`config.mk`:
```
export PLATFORM = sky130hd
export DESIGN_NAME = rx_accept_top
export DESIGN_NICKNAME = d
export VERILOG_FILES = /design/src/rtl/rx_accept_pkg.sv /design/src/rtl/rx_filter_table.sv /design/src/rtl/rx_lowest_pick.sv /design/src/rtl/rx_id_matcher.sv /design/src/rtl/rx_accept_ctrl.sv /design/src/rtl/rx_frame_fifo.sv /design/src/rtl/rx_accept_top.sv
export SDC_FILE = /design/constraint.sdc
export NUM_CORES = 2
export LEC_CHECK = 0
export CAP_MARGIN = 25
export CORE_UTILIZATION = 55
export DETAILED_ROUTE_END_ITERATION = 12
export PLACE_DENSITY = 0.82
export SLEW_MARGIN = 15
export SYNTH_ARGS = -nofsm -noshare
export SYNTH_HDL_FRONTEND = slang
export SYNTH_SLANG_ARGS = --single-unit
```
`constraint.sdc`:
```
create_clock -name clk -period 13.25 [get_ports clk]
set_input_delay 2.65 -clock clk [delete_from_list [all_inputs] [get_ports clk]]
set_output_delay 2.65 -clock clk [all_outputs]
set_load 0.005 [all_outputs]
```
`src/rtl/rx_accept_pkg.sv`:
```
package rx_accept_pkg;
    localparam int ID_W      = 29;
    localparam int DATA_W    = 64;
    localparam int TBL_WORDS = 8;
    localparam int MAX_ELEMS = 4 * TBL_WORDS;
    localparam int HIT_W     = $clog2(MAX_ELEMS);
    localparam int ADDR_W    = $clog2(TBL_WORDS);

    typedef enum logic [1:0] {
        FMT_EXT  = 2'd0,
        FMT_STD  = 2'd1,
        FMT_PART = 2'd2,
        FMT_NONE = 2'd3
    } fmt_e;

    typedef enum logic [1:0] {
        ST_IDLE  = 2'd0,
        ST_MATCH = 2'd1,
        ST_STORE = 2'd2
    } ctl_state_e;

    typedef struct packed {
        logic [ID_W-1:0]   id;
        logic              ide;
        logic              rtr;
        logic [DATA_W-1:0] data;
        logic [HIT_W-1:0]  hit;
    } rx_entry_t;
endpackage

```
`src/rtl/rx_filter_table.sv`:
```
module rx_filter_table
    import rx_accept_pkg::*;
#(
    parameter int WORDS = TBL_WORDS,
    localparam int AW   = $clog2(WORDS)
) (
    input  logic                        clk,
    input  logic                        rst_n,
    input  logic                        we,
    input  logic                        is_mask,
    input  logic [AW-1:0]               addr,
    input  logic [31:0]                 wdata,
    output logic [WORDS-1:0][31:0]      val_words,
    output logic [WORDS-1:0][31:0]      msk_words
);
    for (genvar w = 0; w < WORDS; w++) begin : g_word
        always_ff @(posedge clk or negedge rst_n) begin
            if (!rst_n) begin
                val_words[w] <= '0;
                msk_words[w] <= '0;
            end else if (we && addr == AW'(w)) begin
                if (is_mask) msk_words[w] <= wdata;
                else         val_words[w] <= wdata;
            end
        end
    end
endmodule

```
`src/rtl/rx_lowest_pick.sv`:
```
module rx_lowest_pick #(
    parameter int N = 32,
    localparam int W = $clog2(N)
) (
    input  logic [N-1:0] req,
    output logic         found,
    output logic [W-1:0] idx
);
    always_comb begin
        idx = '0;
        for (int i = N - 1; i >= 0; i--) begin
            if (req[i]) idx = W'(i);
        end
    end
    assign found = |req;
endmodule

```
`src/rtl/rx_id_matcher.sv`:
```
module rx_id_matcher
    import rx_accept_pkg::*;
#(
    parameter int WORDS = TBL_WORDS,
    localparam int NE   = 4 * WORDS,
    localparam int IW   = $clog2(NE)
) (
    input  logic [1:0]              fmt,
    input  logic [WORDS-1:0][31:0]  val_words,
    input  logic [WORDS-1:0][31:0]  msk_words,
    input  logic [ID_W-1:0]         id,
    input  logic                    ide,
    input  logic                    rtr,
    output logic                    hit,
    output logic [IW-1:0]           hit_idx
);
    localparam logic [31:0] EXT_CARE = 32'hDFFF_FFFF;
    localparam logic [15:0] STD_CARE = 16'hC7FF;

    logic [31:0]      ext_key;
    logic [15:0]      std_key;
    logic [7:0]       part_key;
    logic [WORDS-1:0]   ext_hit;
    logic [2*WORDS-1:0] std_hit;
    logic [NE-1:0]      part_hit;
    logic [NE-1:0]      req;

    assign ext_key  = {rtr, ide, 1'b0, id};
    assign std_key  = {rtr, ide, 3'b000, id[10:0]};
    assign part_key = ide ? id[28:21] : id[10:3];

    for (genvar w = 0; w < WORDS; w++) begin : g_word
        assign ext_hit[w] = ((val_words[w] ^ ext_key) & msk_words[w] & EXT_CARE) == '0;
        for (genvar h = 0; h < 2; h++) begin : g_half
            assign std_hit[2*w+h] =
                ((val_words[w][31-16*h -: 16] ^ std_key) &
                 msk_words[w][31-16*h -: 16] & STD_CARE) == '0;
        end
        for (genvar k = 0; k < 4; k++) begin : g_byte
            assign part_hit[4*w+k] =
                ((val_words[w][31-8*k -: 8] ^ part_key) &
                 msk_words[w][31-8*k -: 8]) == '0;
        end
    end

    always_comb begin
        unique case (fmt_e'(fmt))
            FMT_EXT:  req = NE'(ext_hit);
            FMT_STD:  req = NE'(std_hit);
            FMT_PART: req = part_hit;
            FMT_NONE: req = '0;
        endcase
    end

    rx_lowest_pick #(.N(NE)) u_pick (
        .req   (req),
        .found (hit),
        .idx   (hit_idx)
    );
endmodule

```
`src/rtl/rx_accept_ctrl.sv`:
```
module rx_accept_ctrl
    import rx_accept_pkg::*;
(
    input  logic              clk,
    input  logic              rst_n,
    input  logic              frm_valid,
    input  logic [ID_W-1:0]   frm_id,
    input  logic              frm_ide,
    input  logic              frm_rtr,
    input  logic [DATA_W-1:0] frm_data,
    input  logic              m_hit,
    input  logic [HIT_W-1:0]  m_idx,
    output logic [ID_W-1:0]   hdr_id,
    output logic              hdr_ide,
    output logic              hdr_rtr,
    output logic              ready,
    output logic              push,
    output rx_entry_t         push_entry
);
    ctl_state_e state_q, state_d;
    logic              take_hdr, take_hit;
    logic [DATA_W-1:0] data_q;
    logic              hit_q;
    logic [HIT_W-1:0]  idx_q;

    always_ff @(posedge clk or negedge rst_n) begin
        if (!rst_n) state_q <= ST_IDLE;
        else        state_q <= state_d;
    end

    always_comb begin
        state_d  = state_q;
        ready    = 1'b0;
        take_hdr = 1'b0;
        take_hit = 1'b0;
        push     = 1'b0;
        unique case (state_q)
            ST_IDLE: begin
                ready = 1'b1;
                if (frm_valid) begin
                    take_hdr = 1'b1;
                    state_d  = ST_MATCH;
                end
            end
            ST_MATCH: begin
                take_hit = 1'b1;
                state_d  = ST_STORE;
            end
            ST_STORE: begin
                push    = hit_q;
                state_d = ST_IDLE;
            end
            default: state_d = ST_IDLE;
        endcase
    end

    always_ff @(posedge clk or negedge rst_n) begin
        if (!rst_n) begin
            hdr_id  <= '0;
            hdr_ide <= 1'b0;
            hdr_rtr <= 1'b0;
            data_q  <= '0;
            hit_q   <= 1'b0;
            idx_q   <= '0;
        end else begin
            if (take_hdr) begin
                hdr_id  <= frm_id;
                hdr_ide <= frm_ide;
                hdr_rtr <= frm_rtr;
                data_q  <= frm_data;
            end
            if (take_hit) begin
                hit_q <= m_hit;
                idx_q <= m_idx;
            end
        end
    end

    assign push_entry = '{id: hdr_id, ide: hdr_ide, rtr: hdr_rtr,
                          data: data_q, hit: idx_q};
endmodule

```
`src/rtl/rx_frame_fifo.sv`:
```
module rx_frame_fifo
    import rx_accept_pkg::*;
#(
    parameter int DEPTH = 6,
    parameter int WARN  = 5,
    localparam int PW   = $clog2(DEPTH),
    localparam int CW   = $clog2(DEPTH + 1)
) (
    input  logic       clk,
    input  logic       rst_n,
    input  logic       push,
    input  rx_entry_t  push_entry,
    input  logic       pop,
    input  logic       ovf_clr,
    output rx_entry_t  head,
    output logic       avail,
    output logic       warn,
    output logic       ovf,
    output logic [CW-1:0] fill
);
    rx_entry_t         mem [DEPTH];
    logic [PW-1:0]     wr_ptr, rd_ptr;
    logic [CW-1:0]     cnt_d;
    logic              do_push, do_pop;

    function automatic logic [PW-1:0] bump(input logic [PW-1:0] p);
        return (p == PW'(DEPTH - 1)) ? '0 : p + 1'b1;
    endfunction

    assign do_pop  = pop && fill != '0;
    assign do_push = push && fill != CW'(DEPTH);

    always_comb begin
        cnt_d = fill;
        if (do_push && !do_pop) cnt_d = fill + 1'b1;
        if (do_pop && !do_push) cnt_d = fill - 1'b1;
    end

    always_ff @(posedge clk or negedge rst_n) begin
        if (!rst_n) begin
            wr_ptr <= '0;
            rd_ptr <= '0;
            fill   <= '0;
            warn   <= 1'b0;
            ovf    <= 1'b0;
        end else begin
            if (do_push) wr_ptr <= bump(wr_ptr);
            if (do_pop)  rd_ptr <= bump(rd_ptr);
            fill <= cnt_d;
            warn <= cnt_d >= CW'(WARN);
            if (push && !do_push) ovf <= 1'b1;
            else if (ovf_clr)     ovf <= 1'b0;
        end
    end

    always_ff @(posedge clk) begin
        if (do_push) mem[wr_ptr] <= push_entry;
    end

    assign head  = mem[rd_ptr];
    assign avail = fill != '0;
endmodule

```
`src/rtl/rx_accept_top.sv`:
```
module rx_accept_top
    import rx_accept_pkg::*;
#(
    parameter int DEPTH = 6,
    parameter int WARN  = 5
) (
    input  logic              clk,
    input  logic              rst_n,
    input  logic [1:0]        fmt_sel,
    input  logic              tbl_we,
    input  logic              tbl_is_mask,
    input  logic [ADDR_W-1:0] tbl_addr,
    input  logic [31:0]       tbl_wdata,
    input  logic              frm_valid,
    input  logic [ID_W-1:0]   frm_id,
    input  logic              frm_ide,
    input  logic              frm_rtr,
    input  logic [DATA_W-1:0] frm_data,
    output logic              hdr_ready,
    input  logic              rd_pop,
    input  logic              ovf_clr,
    output logic              rd_avail,
    output logic [ID_W-1:0]   rd_id,
    output logic              rd_ide,
    output logic              rd_rtr,
    output logic [DATA_W-1:0] rd_data,
    output logic [HIT_W-1:0]  rd_hit_idx,
    output logic              fifo_warn,
    output logic              fifo_ovf
);
    localparam int CW = $clog2(DEPTH + 1);

    logic [TBL_WORDS-1:0][31:0] val_words, msk_words;
    logic [ID_W-1:0]  hdr_id;
    logic             hdr_ide, hdr_rtr;
    logic             m_hit, push;
    logic [HIT_W-1:0] m_idx;
    rx_entry_t        push_entry, head;
    logic [CW-1:0]    fill_lvl;

    rx_filter_table #(.WORDS(TBL_WORDS)) u_table (
        .clk(clk), .rst_n(rst_n), .we(tbl_we), .is_mask(tbl_is_mask),
        .addr(tbl_addr), .wdata(tbl_wdata),
        .val_words(val_words), .msk_words(msk_words)
    );

    rx_id_matcher #(.WORDS(TBL_WORDS)) u_match (
        .fmt(fmt_sel), .val_words(val_words), .msk_words(msk_words),
        .id(hdr_id), .ide(hdr_ide), .rtr(hdr_rtr),
        .hit(m_hit), .hit_idx(m_idx)
    );

    rx_accept_ctrl u_ctrl (
        .clk(clk), .rst_n(rst_n), .frm_valid(frm_valid), .frm_id(frm_id),
        .frm_ide(frm_ide), .frm_rtr(frm_rtr), .frm_data(frm_data),
        .m_hit(m_hit), .m_idx(m_idx),
        .hdr_id(hdr_id), .hdr_ide(hdr_ide), .hdr_rtr(hdr_rtr),
        .ready(hdr_ready), .push(push), .push_entry(push_entry)
    );

    rx_frame_fifo #(.DEPTH(DEPTH), .WARN(WARN)) u_fifo (
        .clk(clk), .rst_n(rst_n), .push(push), .push_entry(push_entry),
        .pop(rd_pop), .ovf_clr(ovf_clr), .head(head), .avail(rd_avail),
        .warn(fifo_warn), .ovf(fifo_ovf), .fill(fill_lvl)
    );

    assign rd_id      = head.id;
    assign rd_ide     = head.ide;
    assign rd_rtr     = head.rtr;
    assign rd_data    = head.data;
    assign rd_hit_idx = head.hit;
endmodule

```
==> metrics.json <==
{
  "outcome": "complete, no violations",
  "synthFlopType": "dfrtp_1",
  "post-dp-hpwl_mm": 92.69,
  "r2r_end": "u_ctrl.hit_q$_DFFE_PN0N_",
  "route.vias.total": 34036,
  "final.min_clock_period_ns": 7.537,
  "grt_remaining_overflow": 0,
  "fill_cells": 6911,
  "grt_use_total_pct": 30.57,
  "critPathCaptureType": "primary output",
  "synth_top_cell_area_share_pct": 32.66,
  "worst_r2r_path_depth": 11,
  "timing_max_transition_violations_final": 0,
  "post-synth-top-count-cell": "dfrtp_1",
  "whs_path_depth": 1,
  "number_of_global_route_vias_before_repair": 34896,
  "cellLeakagePower_nw": 24.18,
  "ys_top_cells_by_area": "edfxtp_1 (33%), dfrtp_1 (28%), mux2_2 (12%)",
  "cts_sinks": 1226,
  "post-route-worst-setup-slack_ns": 5.713,
  "synth-seq-area-share_pct": 61.07,
  "route.final.wire_length_mm": 155.3,
  "timing.max_slew.rel_slack_pct": 20.81,
  "via_per_inst": 6.443,
  "max_freq_ghz": 0.1327,
  "clkPwrFrac_pct": 26.8,
  "post_cts_hold_buffer_count": 0,
  "cts_post_setup_buffers_inserted": 0,
  "drtPass1Iterations": 8,
  "post_drt_wl_per_cell_um": 29.39,
  "sw_frac_of_total_pct": 33.29,
  "clk-insertion-delay-late_ns": 0.75,
  "worst-setup-path-type": "reg -> out",
  "cp_top_family": "buffers and inverters",
  "setup.worst_path.start_class": "flop",
  "final_tns_setup_ns": 0,
  "synth_area_per_cell_um2": 15.05,
  "netlist_area_um2": 55160,
  "comb_power_share_pct": 32.0,
  "timing.reg2reg.setup_slack_ns": 8.76,
  "die_area_um2": 101600,
  "transition_time_at_the_pin_with_the_least_slew_margin_ns": 1.184,
  "antenna_found_initial": 6,
  "fp.dieW_um": 318.7,
  "slowest_stage": "dfrtp_4",
  "timing.max_cap.violations": 0,
  "critical_path_arrival_ns": 4.89,
  "ios": 243,
  "crit_path_max_incr_delay_ns": 1.07,
  "critPathLaunch": "u_fifo.rd_ptr[0]$_DFFE_PN0P_",
  "sequential_group_share_of_total_power_pct": 41.2,
  "max-vdd-ir-drop_v": 0.0002297,
  "drt_iter0_markers": 3931,
  "top_signal_layer_used": "met5",
  "power_density_nw_per_um2": 210.6,
  "routabilityCongestion": 0.9329,
  "route.antenna.remaining_nets": 0,
  "layout-drive-gt1-share_pct": 25.61,
  "worstSetupPathDepth": 6,
  "floorplan.rows": 115,
  "cts_htree_levels": 3,
  "maximum_number_of_pins_on_one_net_before_global_route_repair": 183,
  "clk_pin_slew_worst_paths_ns": 0.06,
  "fin_skew_ns": 0.04858,
  "tritoncts": "built",
  "wl_met1_mm": 60.56,
  "portBuffers": 242,
  "wire_length_of_the_first_global_routing_pass_mm": 229.7,
  "postSynthCellCount": 3664,
  "power.switching_mw": 4.439,
  "ys_seq_elements": 1226,
  "holdCritStartpoint": "u_table.msk_words[93]$_DFFE_PN0P_",
  "netlist-cell-type-count": 63,
  "cts_buffers": 120,
  "synth.largest_area_cell": "edfxtp_1",
  "critPathRequiredTime_ns": 10.60,
  "die_h_um": 318.7,
  "fp.coreArea_um2": 98850,
  "timing.final.setup_violations": 0,
  "met3_wirelength_mm": 12.42,
  "synth_edf_count": 600,
  "clk_path_buf_depth": 3,
  "cts_root_buffer": "clkbuf_16",
  "critical_path_peak_fanout": 109,
  "areaGrowthSynthToFinish_pct": 14.78,
  "share_of_flip_flops_with_an_asynchronous_set_or_reset_after_synthesis_pct": 51.06,
  "post_cts.resized_instances": 0,
  "cp_buf_inv_count": 3,
  "postSynthNetCount": 3807,
  "unrepaired_setup_endpoints_after_global_routing": "no",
  "pre_cts_ws_ns": 6.469,
  "drc": 0,
  "power_report.internal_total_mw": 8.896,
  "worstPathCellList": "buf_12 -> buf_4 -> mux4_2 -> nor2_1 -> a21oi_1 -> clkdlybuf4s50_1",
  "nets": 4029,
  "reg_to_reg_startpoint": "u_ctrl.hdr_ide$_DFFE_PN0P_",
  "period_share_pct": 56.88,
  "synthesis.yosys.warnings": 0,
  "initial_core_utilization_pct": 55.80,
  "timing.final.hold_violations": 0,
  "hold_wc_path_type": "reg -> reg",
  "crit_path_end": "rd_data[61]",
  "route.met2.wl_mm": 74.44,
  "top_cell_types_by_occurrence_after_synthesis": "dfrtp_1 (626), mux2_2 (607), edfxtp_1 (600)"
}
[power by group through the flow]
stage                     clock (mW)  combinational (mW)  sequential, mW
final                           3.57                4.27            5.50
after global placement             0                4.07            5.51
after CTS                       3.59                4.22            5.48
after floorplan                    0                2.83            5.24
after global routing            3.75                4.52            5.57
after detailed placement           0                4.17            5.54
[sequential cells by signal, indices dropped and copies added, names as in the netlist, 2 cells and up]
signal,flops
u_fifo.rd_ptr,3
u_ctrl.state_q,2
u_fifo.mem,600
u_table.val_words,256
u_fifo.wr_ptr,3
u_fifo.fill,3
u_ctrl.data_q,64
u_ctrl.hdr_id,29
u_ctrl.idx_q,5
u_table.msk_words,256
[cells in the final DEF (no fill, tap or decap), drive strengths merged, types with 43 or more instances in the layout]
| cell type | Yosys | layout |
|---|---|---|
| a21oi | 142 | 142 |
| a221oi | 43 | 43 |
| a22oi | 137 | 137 |
| buf | 104 | 86 |
| clkbuf | 123 | 164 |
| clkdlybuf4s50 | 0 | 241 |
| dfrtp | 626 | 626 |
| edfxtp | 600 | 600 |
| mux2 | 607 | 607 |
| mux2i | 108 | 108 |
| mux4 | 100 | 100 |
| nand2 | 53 | 53 |
| nor2 | 128 | 128 |
| xnor2 | 261 | 261 |
| xor2 | 352 | 352 |
[cells by family (layout without fill, tap and decap cells)]
kind of cell             Yosys count  in the layout  synth area share [%]
XOR/XNOR                         613            613                 9.734
AND/OR/NAND/NOR                  308            308                 2.645
adder cells (fa/ha/maj)            4              4               0.09074
multiplexers                     815            815                 18.54
flip-flops                      1226           1226                 61.07
AO/OA/AOI/OAI                    465            465                 6.068
other                              0              5                     0
buffers and inverters            233            560                 1.860
[worst min-delay path by stage]
stage                                    endpoint  slack (ns)
2_1_floorplan            u_ctrl.hit_q$_DFFE_PN0N_        0.47
3_3_place_gp   u_table.msk_words[221]$_DFFE_PN0P_        0.49
3_5_place_dp         u_ctrl.hdr_id[3]$_DFFE_PN0P_        0.50
4_1_cts              u_ctrl.hdr_id[3]$_DFFE_PN0P_        0.51
5_1_grt         u_table.msk_words[29]$_DFFE_PN0P_        0.53
6_report        u_table.msk_words[93]$_DFFE_PN0P_        0.51
[routing by layer]
layer  global-route usage (%)  vias up
met4                    14.31        8
li1                         -    14172
met3                    5.508      413
met1                    40.73    17812
met2                    48.91     1631
met5                        0        -
[stage by stage]
stage	total power, mW	utilization (%)	hold WS, ns	instances	cell area (um^2)
global placement	9.581	59.62	0.4901	5042	58940
floorplan	8.067	-	0.4707	3664	55160
CTS	13.30	63.96	0.5101	5275	63230
finish	13.33	64.04	0.5094	5283	63310
global route	13.84	64.03	0.5277	5278	63300
detailed placement	9.713	59.72	0.4967	5048	59040
[worst register-to-register path, delay by kind of cell (launching register included)]
family,cells,cell delay [ns]
buffers and inverters,2,1.28
and+or+nand+nor,4,0.98
DFF,1,0.85
AOI/OAI and AO/OA,3,0.69
muxes,1,0.35
xor gates and xnor gates,1,0.23
[final cells by class]
cell class                      instances  area, um^2  share of cell area, %
Sequential cell                      1226       33690                  53.22
Timing Repair Buffer                  327        3204                  5.061
Clock buffer                          164        3397                  5.366
Multi-Input combinational cell       2205       20580                  32.50
Tap cell                             1287        1610                  2.544
Clock inverter                         63       790.8                  1.249
Antenna cell                            5       12.51                0.01976
Inverter                                6       22.52                0.03557
No activity file was read; power rests on OpenSTA's default activity.
